<file path="src/rtl/exc_pkg.sv">
package exc_pkg;
    typedef enum logic [1:0] {
        CZ_IRQ   = 2'd0,
        CZ_NMI   = 2'd1,
        CZ_BRK   = 2'd2,
        CZ_FAULT = 2'd3
    } cause_e;

    typedef enum logic [1:0] {
        S_IDLE  = 2'd0,
        S_SAVE  = 2'd1,
        S_FETCH = 2'd2,
        S_DONE  = 2'd3
    } seq_st_e;

    localparam int XLEN       = 32;
    localparam int CCS_U_BIT  = 6;
    localparam int CCS_I_BIT  = 8;
    localparam int CCS_M_BIT  = 9;
    localparam int FIELD_W    = 10;
    localparam logic [XLEN-1:0] CCS_KEEP = 32'hC000_0000;
    localparam logic [XLEN-1:0] CCS_LOW  = 32'h0000_03FF;
endpackage

</file>
<file path="src/rtl/exc_cause_sel.sv">
module exc_cause_sel
    import exc_pkg::*;
#(
    parameter int VEC_W = 8
) (
    input  logic                irq_req,
    input  logic                nmi_req,
    input  logic                brk_req,
    input  logic                fault_req,
    input  logic                irq_lock,
    input  logic [XLEN-1:0]     ccs,
    input  logic [VEC_W-1:0]    irq_vec,
    input  logic [VEC_W-1:0]    trap_vec,
    input  logic [VEC_W-1:0]    fault_vec,
    output logic                take,
    output cause_e              cause,
    output logic [VEC_W-1:0]    vec
);
    logic irq_ok;
    logic nmi_ok;

    always_comb begin
        irq_ok = irq_req && ccs[CCS_I_BIT] && !irq_lock;
        nmi_ok = nmi_req && ccs[CCS_M_BIT];
        take   = fault_req || brk_req || nmi_ok || irq_ok;
        cause  = CZ_IRQ;
        vec    = irq_vec;
        if (fault_req) begin
            cause = CZ_FAULT;
            vec   = fault_vec;
        end else if (brk_req) begin
            cause = CZ_BRK;
            vec   = trap_vec;
        end else if (nmi_ok) begin
            cause = CZ_NMI;
            vec   = '0;
        end
    end
endmodule

</file>
<file path="src/rtl/exc_ctx_calc.sv">
module exc_ctx_calc
    import exc_pkg::*;
#(
    parameter int VEC_W = 8,
    parameter int DS_W  = 2
) (
    input  cause_e              cause,
    input  logic [VEC_W-1:0]    vec,
    input  logic [XLEN-1:0]     pc,
    input  logic [XLEN-1:0]     ccs,
    input  logic [XLEN-1:0]     sp,
    input  logic [XLEN-1:0]     ksp,
    input  logic [DS_W-1:0]     dslot,
    output logic [XLEN-1:0]     ret_addr,
    output logic                ret_to_nrp,
    output logic [XLEN-1:0]     exs,
    output logic [XLEN-1:0]     ccs_new,
    output logic [XLEN-1:0]     sp_new,
    output logic [XLEN-1:0]     usp_val,
    output logic                usp_we,
    output logic                ds_clr
);
    logic [XLEN-1:0] ccs_m;
    logic [XLEN-1:0] ccs_up;
    logic [XLEN-1:0] vec_ext;

    always_comb begin
        ret_to_nrp = (cause == CZ_NMI);
        ccs_m      = ccs;
        if (ret_to_nrp) begin
            ccs_m[CCS_M_BIT] = 1'b0;
        end
        // move every flag field one field upward, keep the two top bits
        ccs_up   = (ccs_m << (FIELD_W + 2)) >> 2;
        ccs_new  = ((ccs_m & CCS_KEEP) | ccs_up) & ~CCS_LOW;

        ret_addr = pc - XLEN'(dslot);
        ds_clr   = (dslot != '0);

        vec_ext  = XLEN'(vec);
        exs      = {16'h0000, vec_ext[7:0], 8'h00};

        usp_we   = ccs[CCS_U_BIT];
        usp_val  = sp;
        sp_new   = usp_we ? ksp : sp;
    end
endmodule

</file>
<file path="src/rtl/exc_entry_seq.sv">
module exc_entry_seq
    import exc_pkg::*;
#(
    parameter int VEC_W = 8,
    parameter int DS_W  = 2
) (
    input  logic                clk,
    input  logic                rst_n,
    input  logic                irq_req,
    input  logic                nmi_req,
    input  logic                brk_req,
    input  logic                fault_req,
    input  logic                irq_lock,
    input  logic [VEC_W-1:0]    irq_vec,
    input  logic [VEC_W-1:0]    trap_vec,
    input  logic [VEC_W-1:0]    fault_vec,
    input  logic [31:0]         pc_i,
    input  logic [31:0]         ccs_i,
    input  logic [31:0]         sp_i,
    input  logic [31:0]         ksp_i,
    input  logic [31:0]         ebp_i,
    input  logic [DS_W-1:0]     dslot_i,
    output logic                mem_req,
    output logic [31:0]         mem_addr,
    input  logic [31:0]         mem_rdata,
    input  logic                mem_valid,
    output logic                busy,
    output logic                done,
    output logic [31:0]         pc_o,
    output logic [31:0]         ret_addr,
    output logic                erp_we,
    output logic                nrp_we,
    output logic [31:0]         exs_o,
    output logic [31:0]         ccs_o,
    output logic [31:0]         sp_o,
    output logic [31:0]         usp_o,
    output logic                usp_we,
    output logic                dslot_clr
);
    localparam int VEC_SHIFT = 2;

    typedef struct packed {
        seq_st_e            st;
        cause_e             cause;
        logic [VEC_W-1:0]   vec;
        logic [XLEN-1:0]    pc;
        logic [XLEN-1:0]    ccs;
        logic [XLEN-1:0]    sp;
        logic [XLEN-1:0]    ksp;
        logic [XLEN-1:0]    ebp;
        logic [DS_W-1:0]    dslot;
        logic [XLEN-1:0]    new_pc;
        logic [XLEN-1:0]    ret;
        logic [XLEN-1:0]    exs;
        logic [XLEN-1:0]    ccs_n;
        logic [XLEN-1:0]    sp_n;
        logic [XLEN-1:0]    usp;
        logic               to_nrp;
        logic               usp_w;
        logic               ds_c;
    } seq_t;

    seq_t s_d, s_q;

    logic               sel_take;
    cause_e             sel_cause;
    logic [VEC_W-1:0]   sel_vec;

    logic [XLEN-1:0]    c_ret, c_exs, c_ccs, c_sp, c_usp;
    logic               c_nrp, c_usp_we, c_ds_clr;

    exc_cause_sel #(.VEC_W(VEC_W)) u_sel (
        .irq_req   (irq_req),
        .nmi_req   (nmi_req),
        .brk_req   (brk_req),
        .fault_req (fault_req),
        .irq_lock  (irq_lock),
        .ccs       (ccs_i),
        .irq_vec   (irq_vec),
        .trap_vec  (trap_vec),
        .fault_vec (fault_vec),
        .take      (sel_take),
        .cause     (sel_cause),
        .vec       (sel_vec)
    );

    exc_ctx_calc #(.VEC_W(VEC_W), .DS_W(DS_W)) u_calc (
        .cause      (s_q.cause),
        .vec        (s_q.vec),
        .pc         (s_q.pc),
        .ccs        (s_q.ccs),
        .sp         (s_q.sp),
        .ksp        (s_q.ksp),
        .dslot      (s_q.dslot),
        .ret_addr   (c_ret),
        .ret_to_nrp (c_nrp),
        .exs        (c_exs),
        .ccs_new    (c_ccs),
        .sp_new     (c_sp),
        .usp_val    (c_usp),
        .usp_we     (c_usp_we),
        .ds_clr     (c_ds_clr)
    );

    always_comb begin
        s_d = s_q;
        unique case (s_q.st)
            S_IDLE: begin
                if (sel_take) begin
                    s_d.st    = S_SAVE;
                    s_d.cause = sel_cause;
                    s_d.vec   = sel_vec;
                    s_d.pc    = pc_i;
                    s_d.ccs   = ccs_i;
                    s_d.sp    = sp_i;
                    s_d.ksp   = ksp_i;
                    s_d.ebp   = ebp_i;
                    s_d.dslot = dslot_i;
                end
            end
            S_SAVE: begin
                s_d.st     = S_FETCH;
                s_d.ret    = c_ret;
                s_d.to_nrp = c_nrp;
                s_d.exs    = c_exs;
                s_d.ccs_n  = c_ccs;
                s_d.sp_n   = c_sp;
                s_d.usp    = c_usp;
                s_d.usp_w  = c_usp_we;
                s_d.ds_c   = c_ds_clr;
            end
            S_FETCH: begin
                if (mem_valid) begin
                    s_d.st     = S_DONE;
                    s_d.new_pc = mem_rdata;
                end
            end
            S_DONE: begin
                s_d.st = S_IDLE;
            end
            default: s_d.st = S_IDLE;
        endcase
    end

    always_ff @(posedge clk or negedge rst_n) begin
        if (!rst_n) begin
            s_q <= '0;
        end else begin
            s_q <= s_d;
        end
    end

    always_comb begin
        mem_req   = (s_q.st == S_FETCH);
        mem_addr  = s_q.ebp + (XLEN'(s_q.vec) << VEC_SHIFT);
        busy      = (s_q.st != S_IDLE);
        done      = (s_q.st == S_DONE);
        pc_o      = s_q.new_pc;
        ret_addr  = s_q.ret;
        erp_we    = done && !s_q.to_nrp;
        nrp_we    = done && s_q.to_nrp;
        exs_o     = s_q.exs;
        ccs_o     = s_q.ccs_n;
        sp_o      = s_q.sp_n;
        usp_o     = s_q.usp;
        usp_we    = done && s_q.usp_w;
        dslot_clr = done && s_q.ds_c;
    end
endmodule

</file>
<file path="config.mk">
export PLATFORM = sky130hd
export DESIGN_NAME = exc_entry_seq
export DESIGN_NICKNAME = d
export VERILOG_FILES = /design/src/rtl/exc_pkg.sv /design/src/rtl/exc_cause_sel.sv /design/src/rtl/exc_ctx_calc.sv /design/src/rtl/exc_entry_seq.sv
export SDC_FILE = /design/constraint.sdc
export NUM_CORES = 1
export LEC_CHECK = 0
export BUFFER_PORTS_ARGS = -buffer_cell sky130_fd_sc_hd__clkbuf_2
export CAP_MARGIN = 40
export CORE_ASPECT_RATIO = 1.2
export CORE_MARGIN = 4
export CORE_UTILIZATION = 35
export CTS_BUF_LIST = sky130_fd_sc_hd__clkbuf_8 sky130_fd_sc_hd__clkbuf_16
export CTS_CLUSTER_SIZE = 14
export DETAILED_ROUTE_END_ITERATION = 7
export PLACE_DENSITY = 0.65
export RECOVER_POWER = 50
export SKIP_CTS_REPAIR_TIMING = 1
export SYNTH_ARGS = -nofsm -noshare
export SYNTH_HDL_FRONTEND = slang
export SYNTH_SLANG_ARGS = --single-unit
</file>
<file path="constraint.sdc">
create_clock -name clk -period 2.3 [get_ports clk]
set_input_delay 0.575 -clock clk [delete_from_list [all_inputs] [get_ports clk]]
set_output_delay 0.575 -clock clk [all_outputs]
set_load 0.05 [all_outputs]
</file>
=== After elaboration in Yosys (flattened, before gate mapping) ===
Index checks and enable logic that the tools add are counted.
Widths: inputs -> output; s select.

* Memory bits (writable): 0
* Latch bits: 0
* Output and inout bits: 231
* Flip-flop bits (word level): 335
* ROM bits: 0
* Input port bits: 226
* Logic and storage cells: 56
* Memories kept: 0

* Mux-type cells: 11
* $add $sub $neg: 2
* Div/mod/pow operators: 0
* Eq/ne operators: 6
* Bitwise logic cells: 1
* Shift operators: 0
* Reduce and logical (&&, ||, !) cells: 18
* $mul: 0
* $lt $le $gt $ge: 0

{| class="wikitable"
|+ Operator list
! cell !! count
|-
| $mux 174 || 1
|-
| $add 32x10->32 || 1
|-
| $mux 32 || 1
|-
| $or 32x30->32 || 1
|-
| $sub 32x2->32 || 1
|-
| $mux 8 || 3
|-
| $pmux 2 s4 || 1
|-
| $logic_and 1x1->1 || 7
|-
| $mux 2 || 3
|-
| $reduce_and 2->1 || 3
|-
| $eq 2x1->1 const B || 2
|-
| $eq 2x2->1 const B || 2
|-
| $reduce_bool 2->1 || 2
|-
| $logic_or 1x1->1 || 3
|-
| $logic_not 1->1 || 2
|-
| $logic_not 2->1 || 1
|-
| $mux 1 || 2
|-
| $ne 2x1->1 const B || 1
|-
| $ne 2x2->1 const B || 1
|}

=== Depth between registers and ports, before layout ===
Gate-level depths: netlist of the first run.

* Depth after elaboration: 6
* Gate-level depth with buffers: 8
* Mapped depth without buffers: 8

=== Modules after synthesis ===
Synthesis of the first run repeated with hierarchy kept, for this count alone.

* Cell total of the unflattened synthesis: 1346
* Area, all modules: 17855.9 um2

{| class="wikitable"
|+ Modules (own cells, without submodules)
! module !! area an instance (um2) !! cells an instance !! instances !! seq. area each (um2)
|-
| exc_entry_seq || 15882.7 || 1096 || 1 || 9233.9
|-
| exc_ctx_calc || 1767.9 || 225 || 1 || 0.0
|-
| exc_cause_sel || 205.2 || 25 || 1 || 0.0
|}

=== Worst setup path before layout of the first run ===
No wires, ideal clock.

* Kind: flip-flop to output port
* Start: reg s_q[357] (netlist name)
* End: out mem_addr[26]
* Required time: 1725 ps
* Path buffers: 0
* Cell stages (with the launch flop): 9
* Arrival time: 2582 ps
* Path slack: -857 ps
* Cells stage by stage: dfrtp_1 > ha_1 > inv_1 > fa_1 > nor2b_1 > o31ai_1 > a21oi_1 > nand4_1 > xnor2_1

* Word-level cells in the longest chain between the ends: 1

{| class="wikitable"
|+ Ends and longest elaborated chain
! element !! RTL line !! RTL
|-
| from (decl) || exc_entry_seq.sv:63 || <nowiki>seq_t s_d, s_q;</nowiki>
|-
| from (signal assigned) || exc_entry_seq.sv:147 || <nowiki>s_q <= '0;</nowiki>
|-
| from (signal assigned) || exc_entry_seq.sv:149 || <nowiki>s_q <= s_d;</nowiki>
|-
| $add 32x10->32 || exc_entry_seq.sv:155 || <nowiki>mem_addr = s_q.ebp + (XLEN'(s_q.vec) << VEC_SHIFT);</nowiki>
|-
| to (decl) || exc_entry_seq.sv:24 || <nowiki>output logic [31:0] mem_addr,</nowiki>
|}

Every way passes these cells.

=== Worst setup path after layout of the first run ===
* Start: reg s_q[357] (netlist name)
* End: out mem_addr[18]

The elaborated chain is that of the path after synthesis.

==> flow_metrics.env, run 1 <==
export IMPL_dr_pass1_iters=5
export IMPL_nFillCells=3948
export IMPL_ios=457
export IMPL_violations="capacitance limit, slew limit, setup timing"
export IMPL_relSlewSlack_pct=-0.9383
export IMPL_cp_start_kind="flip-flop"
export IMPL_maxCapViolCount=1
export IMPL_finalCritPeriodShare_pct=140.0
export IMPL_drive_gt1_share_pct=42.46
export IMPL_die_h_um=237.0
export IMPL_final_common_cell="clkbuf_2"
export IMPL_post_drt_via_cell_ratio=4.659
export IMPL_grt_antenna_before_repair=2
export IMPL_seq_area_sq_um=8109
export IMPL_fin_ws_ps=-921.0
export IMPL_hp_class="in2reg"
export IMPL_vias=10050
export IMPL_synth_edf_count=0
export IMPL_cp_max_fo=8
export IMPL_core_sq_um=42990
export IMPL_die_w_um=198.9
export IMPL_slowest_delay_ps=370
export IMPL_setup_tns_final_ps=-21520
export IMPL_cts_htree_levels=2
export IMPL_fmax_mhz=310.5
export IMPL_dp_hpwl_mm=29.00
export IMPL_die_area_sq_um=47140
export IMPL_report_final_slew_viol_count=51
export IMPL_portBuffers=412
export IMPL_final_cell_mix="clkbuf_2, dfrtp_1, mux2_1"
export IMPL_crit_chain="ha_2 > inv_2 > fa_2 > nor2b_4 > o31ai_4 > a21oi_2 > buf_6 > nand4_1 > xnor2_4 > buf_12"
export IMPL_start_util_pct=35.59
export IMPL_cpMaxStageDelayCell="dfrtp_1"
export IMPL_grt_pass1_wl_mm=59.05
export IMPL_grt_max_degree=61
export IMPL_first_iter_violations=222
export IMPL_holdPathStages=2
export IMPL_tightest_slew_ps=1514
export IMPL_final_hold_viol_count=0
export IMPL_critPathCaptureType="primary output"
export IMPL_placementRows=83
export IMPL_routedWlPerCell_um=17.73
export IMPL_yosysUniqueCellTypes=51
export IMPL_cts_tree="yes"
export IMPL_crit_type="reg2out"
export IMPL_gr_total_overflow=0
export IMPL_postRouteWirelength_mm=38.25
export IMPL_required_ps=1730
export IMPL_ys_async_sr_fraction_pct=100.0
export IMPL_clkTransAtPathRegs_ps=60
export IMPL_synth_top_flop_cell="dfrtp_1"
export IMPL_first_global_vias=10740
export IMPL_synth_seq_area_share_pct=52.99
export IMPL_gp_congestion=0.8032
export IMPL_reg2regPathDepth=6
export IMPL_fin_area_sq_um=19530
export IMPL_dpl_cell_area_sq_um=18250
export IMPL_arrival_ps=2650
export IMPL_ant_nets=0
export IMPL_fin_crit_ps=3221
export IMPL_netlist_instances=1252
export IMPL_report_final_setup_viol=57
export IMPL_drc=0
export IMPL_cts_buffers=36
export IMPL_nNetsFinal=1824
export IMPL_netlist_area_sq_um=15300
export IMPL_cts_path_max_buffers=3
export IMPL_status="complete, but fails checks"
export IMPL_syn_to_final_growth_pct=27.63
export IMPL_clock_skew_ps=19.21
export IMPL_ys_warn_count=0
export IMPL_grt_util_all_layers_pct=15.73
export IMPL_cts_num_sinks=324
export IMPL_root_buffer="clkbuf_16"
export IMPL_syn_avg_cell_area_sq_um=12.22
export IMPL_ys_ff_latch=324
export IMPL_multi_input_area_sq_um=6282
export IMPL_clk_latency_ps=540
export IMPL_rsz0062_at_grt="true"
-- routing by layer --
layer  part of all wire, %  wire [um]  global-route usage (%)  vias up
met5                 0.058         22                       0        -
met4                   2.3        863                   4.374        4
met3                   7.7       2950                   5.066       59
met2                    50      19180                   27.04      326
met1                    40      15230                   18.93     4922
li1                      -          -                       -     4738
-- state kept, by name, summed over array words and instances, names as in the netlist --
signal and flops:
s_q 166, pc_o 32, ret_addr 32, sp_o 32, usp_o 32, ccs_o 22, exs_o 8
-- layout make-up --
| cell class | instances | area share [%] |
|---|---|---|
| Antenna cell | 1 | 0.01281 |
| Tap cell | 552 | 3.537 |
| Inverter | 16 | 0.3076 |
| Clock inverter | 21 | 0.8458 |
| Sequential cell | 324 | 41.53 |
| Multi-Input combinational cell | 698 | 32.17 |
| Timing Repair Buffer | 506 | 16.77 |
| Clock buffer | 39 | 4.825 |
-- metrics by stage --
stage / std cells / utilization [%] / setup WS (ps) / hold slack, ps
2_1_floorplan: 1285 / - / -344.4 / 279.4
3_3_place_gp: 2083 / 42.45 / -387.4 / 461.8
3_5_place_dp: 2083 / 42.45 / -418.4 / 474.6
4_1_cts: 2143 / 45.02 / -1017 / -46.65
5_1_grt: 2156 / 45.41 / -1033 / 217.6
6_report: 2157 / 45.42 / -921.0 / 249.1
-- synth_stat cells, drive strengths merged, types with 5 or more instances --
library cell    n  area, sq um
inv            16        60.06
and2            7        43.79
xnor2          39        341.6
a21oi          77        392.9
nand3          16        80.08
mux2i          34        340.3
mux2          246         2770
dfrtp         324         8108
nand2          32        120.1
buf           219         1572
xor2           16        140.1
nor2           85        319.1
and3            5        31.28
nand4          11        68.82
o21ai          14        73.82
clkbuf         28        105.1
nor4           14        125.1
a22oi           8        60.06
ha             14        175.2
-- critical path: cells and delay by family, from the launching register on --
| family | cells | cell delay (ps) |
|---|---|---|
| fa+ha+maj | 2 | 570 |
| simple gates | 2 | 360 |
| buf+inv | 3 | 350 |
| compound gates | 2 | 230 |
| flops | 1 | 370 |
| xor+xnor | 1 | 230 |
-- final timing paths --
check                          start      endpoint  slack (ps)
hold reg to reg            usp_o[27]     usp_o[27]         480
min in group asynchronous      rst_n      usp_o[8]         950
hold / removal             ksp_i[24]      s_q[253]         250
setup reg to reg            s_q[367]      s_q[213]         -70
max in group asynchronous      rst_n      s_q[226]         150
setup / recovery            s_q[357]  mem_addr[18]        -920
-- cell families after synthesis --
group / share of synthesized area, %
AND/OR/NAND/NOR: 6.363
XOR/XNOR: 3.148
AO/OA/AOI/OAI: 4.383
flip-flops: 52.99
buffers and inverters: 11.35
other: 0.02451
adder cells (fa/ha/maj): 1.407
multiplexers: 20.33
Power of run 1 is left out: the tool's default activity adds up to more than one toggle a clock period on the data nets, which glitch-free logic cannot reach.
==> run 2: changes to the inputs <==
--- a/config.mk
+++ b/config.mk
@@ -13,7 +13,8 @@
 export CTS_BUF_LIST = sky130_fd_sc_hd__clkbuf_8 sky130_fd_sc_hd__clkbuf_16
 export CTS_CLUSTER_SIZE = 14
 export DETAILED_ROUTE_END_ITERATION = 7
-export PLACE_DENSITY = 0.65
+export GPL_ROUTABILITY_DRIVEN = 0
+export PLACE_DENSITY = 0.63
 export RECOVER_POWER = 50
 export SKIP_CTS_REPAIR_TIMING = 1
 export SYNTH_ARGS = -nofsm -noshare
==> constraint.sdc (replaced) <==
create_clock -name clk -period 3.1 [get_ports clk]
set_input_delay 0.775 -clock clk [delete_from_list [all_inputs] [get_ports clk]]
set_output_delay 0.775 -clock clk [all_outputs]
set_load 0.05 [all_outputs]
==> flow_metrics.env, run 2 (synthesized netlist as in run 1, its figures left out) <==
export IMPL_status="complete, but fails checks"
export IMPL_violations="capacitance limit, slew limit, setup timing"
export IMPL_crit_type="reg2out"
export IMPL_grt_max_degree=84
export IMPL_required_ps=2320
export IMPL_portBuffers=412
export IMPL_drc=0
export IMPL_grt_antenna_before_repair=1
export IMPL_root_buffer="clkbuf_16"
export IMPL_nNetsFinal=1769
export IMPL_gr_total_overflow=0
export IMPL_postRouteWirelength_mm=38.41
export IMPL_core_sq_um=42990
export IMPL_dr_pass1_iters=4
export IMPL_cts_buffers=37
export IMPL_cp_start_kind="flip-flop"
export IMPL_post_drt_via_cell_ratio=4.751
export IMPL_dp_hpwl_mm=28.30
export IMPL_report_final_slew_viol_count=66
export IMPL_fin_ws_ps=-389.7
export IMPL_grt_util_all_layers_pct=15.55
export IMPL_dpl_cell_area_sq_um=17200
export IMPL_vias=10020
export IMPL_cts_tree="yes"
export IMPL_start_util_pct=35.59
export IMPL_report_final_setup_viol=24
export IMPL_critPathCaptureType="primary output"
export IMPL_relSlewSlack_pct=-15.47
export IMPL_clkTransAtPathRegs_ps=60
export IMPL_final_common_cell="clkbuf_2"
export IMPL_cts_htree_levels=2
export IMPL_routedWlPerCell_um=18.22
export IMPL_final_cell_mix="clkbuf_2, dfrtp_1, mux2_1"
export IMPL_first_global_vias=10370
export IMPL_cts_num_sinks=324
export IMPL_first_iter_violations=306
export IMPL_fin_crit_ps=3490
export IMPL_grt_pass1_wl_mm=58.09
export IMPL_die_h_um=237.0
export IMPL_final_hold_viol_count=0
export IMPL_largest_register_ffs=166
export IMPL_clk_latency_ps=530
export IMPL_fmax_mhz=286.6
export IMPL_arrival_ps=2710
export IMPL_rsz0062_at_grt="true"
export IMPL_hold_ws_ps=449.2
export IMPL_fin_area_sq_um=18700
export IMPL_syn_to_final_growth_pct=22.23
export IMPL_ios=457
export IMPL_tightest_slew_ps=1732
export IMPL_ant_nets=0
export IMPL_placementRows=83
export IMPL_die_area_sq_um=47140
export IMPL_cts_path_max_buffers=3
export IMPL_drive_gt1_share_pct=39.74
export IMPL_clock_skew_ps=11.04
export IMPL_largest_register="s_q"
export IMPL_finalCritPeriodShare_pct=112.6
export IMPL_die_w_um=198.9
export IMPL_maxCapViolCount=1
export IMPL_cp_max_fo=8
export IMPL_hp_class="in2reg"
export IMPL_nFillCells=4048
export IMPL_setup_tns_final_ps=-5663
## run 2: changes by cell type in the layout (fill, tap and decap cells not counted), moves of 4 or more
cell	previous run	this run
buf_4	66	23
xnor2_4	22	0
xnor2_2	2	20
buf_12	30	17
clkbuf_8	4	11
clkbuf_2	385	390
nand3_4	6	1
buf_6	13	9
xnor2_1	15	19
## run 2: final cells by class
class                           count  area [sq um]  area share (%)
Antenna cell                        1         2.502         0.01338
Clock buffer                       50          1127           6.028
Clock inverter                     17         206.4           1.104
Inverter                           16         60.06          0.3212
Multi-Input combinational cell    698          5859           31.33
Sequential cell                   324          8109           43.36
Tap cell                          552         690.7           3.693
Timing Repair Buffer              450          2645           14.14
## run 2: worst max-delay path, stage by stage (launching register included)
cell and delay, ps:
dfrtp_1 400, ha_4 170, inv_2 40, fa_2 360, nor2b_4 170, o31ai_4 80, a21oi_2 190, buf_6 190
nand4_1 160, xnor2_2 250, buf_12 170
## run 2: worst paths after layout
| path | from | end | slack, ps | cells past startpoint |
|---|---|---|---|---|
| worst max-delay path | s_q[357] | mem_addr[26] | -390 | 10 |
| worst min-delay path | ksp_i[23] | s_q[252] | 450 | 2 |
| worst max register to register | s_q[368] | usp_o[13] | 280 | 4 |
| worst min register to register | s_q[366] | s_q[366] | 470 | 2 |
| max in group asynchronous | rst_n | sp_o[25] | 510 | 2 |
| min in group asynchronous | rst_n | s_q[344] | 700 | 1 |
## run 2: routing by layer
metal  GRT usage [%]  up-vias  routed length [um]
met4           5.452        0                1211
met3           4.967       71                2797
li1                -     4629                   -
met5               0        -                   0
met2           26.93      308               19810
met1           18.06     5007               14590
## run 2: stage by stage
stage | util (%) | cells | setup slack, ps
floorplan | - | 1285 | 19.24
global placement | 39.96 | 2027 | -72.26
detailed placement | 40.01 | 2028 | -124.4
CTS | 43.11 | 2095 | -716.8
global route | 43.50 | 2108 | -505.9
finish | 43.50 | 2108 | -389.7
Power of run 2 is left out for the same reason.
==> run 3: changes to the inputs <==
--- a/config.mk
+++ b/config.mk
@@ -5,6 +5,7 @@
 export SDC_FILE = /design/constraint.sdc
 export NUM_CORES = 1
 export LEC_CHECK = 0
+export ABC_CLOCK_PERIOD_IN_PS = 3100
 export BUFFER_PORTS_ARGS = -buffer_cell sky130_fd_sc_hd__clkbuf_2
 export CAP_MARGIN = 40
 export CORE_ASPECT_RATIO = 1.2
@@ -14,6 +15,7 @@
 export CTS_CLUSTER_SIZE = 14
 export DETAILED_ROUTE_END_ITERATION = 7
 export GPL_ROUTABILITY_DRIVEN = 0
+export MAX_ROUTING_LAYER = met4
 export PLACE_DENSITY = 0.63
 export RECOVER_POWER = 50
 export SKIP_CTS_REPAIR_TIMING = 1
==> flow_metrics.env, run 3 (synthesized netlist as in run 1, its figures left out) <==
export IMPL_largest_register_ffs=166
export IMPL_dr_pass1_iters=4
export IMPL_nNetsFinal=1769
export IMPL_arrival_ps=2700
export IMPL_largest_register="s_q"
export IMPL_report_final_slew_viol_count=66
export IMPL_grt_antenna_before_repair=1
export IMPL_rsz0062_at_grt="true"
export IMPL_die_h_um=237.0
export IMPL_report_final_setup_viol=24
export IMPL_syn_to_final_growth_pct=22.23
export IMPL_first_iter_violations=307
export IMPL_seq_area_sq_um=8109
export IMPL_die_area_sq_um=47140
export IMPL_cts_htree_levels=2
export IMPL_status="complete, but fails checks"
export IMPL_drive_gt1_share_pct=39.74
export IMPL_placementRows=83
export IMPL_final_cell_mix="clkbuf_2, dfrtp_1, mux2_1"
export IMPL_die_w_um=198.9
export IMPL_maxCapViolCount=1
export IMPL_tightest_slew_ps=1735
export IMPL_critPathCaptureType="primary output"
export IMPL_multi_input_area_sq_um=5859
export IMPL_cp_max_fo=8
export IMPL_fin_crit_ps=3478
export IMPL_grt_max_degree=84
export IMPL_portBuffers=412
export IMPL_dp_hpwl_mm=28.30
export IMPL_cts_tree="yes"
export IMPL_post_drt_via_cell_ratio=4.744
export IMPL_ant_nets=0
export IMPL_required_ps=2320
export IMPL_clock_skew_ps=11.32
export IMPL_core_sq_um=42990
export IMPL_fin_ws_ps=-378.4
export IMPL_pre_cts_ws_ps=-124.4
export IMPL_crit_type="reg2out"
export IMPL_cts_path_max_buffers=3
export IMPL_drc=0
export IMPL_nFillCells=4048
export IMPL_hp_class="in2reg"
export IMPL_postRouteWirelength_mm=38.44
export IMPL_clkTransAtPathRegs_ps=60
export IMPL_finalCritPeriodShare_pct=112.2
export IMPL_root_buffer="clkbuf_16"
export IMPL_start_util_pct=35.59
export IMPL_cts_buffers=37
export IMPL_cts_num_sinks=324
export IMPL_first_global_vias=10390
export IMPL_routedWlPerCell_um=18.23
export IMPL_grt_pass1_wl_mm=58.00
export IMPL_fmax_mhz=287.5
export IMPL_clk_latency_ps=530
export IMPL_cp_start_kind="flip-flop"
export IMPL_final_hold_viol_count=0
export IMPL_vias=10000
export IMPL_ios=457
export IMPL_gr_total_overflow=0
export IMPL_violations="capacitance limit, slew limit, setup timing"
export IMPL_final_common_cell="clkbuf_2"
export IMPL_grt_util_all_layers_pct=16.03
export IMPL_relSlewSlack_pct=-15.67
[run 3: layer usage]
metal  share of wire, %  global-route usage, %
met3                7.0                  5.066
met2                 51                  26.89
met4                3.2                  5.452
met5                  0                      -
met1                 38                  18.11
[run 3: final timing paths]
path                           from      endpoint  slack [ps]  cells after the start
hold reg to reg            s_q[366]      s_q[366]         470                      2
setup reg to reg           s_q[368]     usp_o[13]         280                      4
setup / recovery           s_q[357]  mem_addr[26]        -380                     10
hold / removal              sp_i[1]      s_q[262]         450                      2
min in group asynchronous     rst_n      s_q[344]         700                      1
max in group asynchronous     rst_n      s_q[280]         510                      2
[run 3: layout make-up]
type,instances,share of cell area (%)
inverters,16,0.3212
repair buffers,450,14.14
multi-input cells,698,31.33
flip-flops and latches,324,43.36
clock buffers,50,6.028
diodes,1,0.01338
well taps,552,3.693
clock inverters,17,1.104
[run 3: worst max-delay path, cell delays in order (launching register included)]
cell and delay [ps]:
dfrtp_1 400, ha_4 170, inv_2 40, fa_2 360
nor2b_4 170, o31ai_4 80, a21oi_2 190, buf_6 190
nand4_1 160, xnor2_2 250, buf_12 170
[run 3: per-stage QoR]
step                      utilization, %  std cells  setup TNS, ps  cell area (sq um)  hold WS, ps
after global routing               43.50       2108          -8593              18700        412.7
after floorplan                        -       1285              0              15570        439.4
after global placement             39.96       2027         -129.6              17180        460.5
after detailed placement           40.01       2028         -408.9              17200        465.0
after CTS                          43.11       2095         -10590              18540        206.2
final                              43.50       2108          -5465              18700        449.4
Power of run 3 is left out for the same reason.
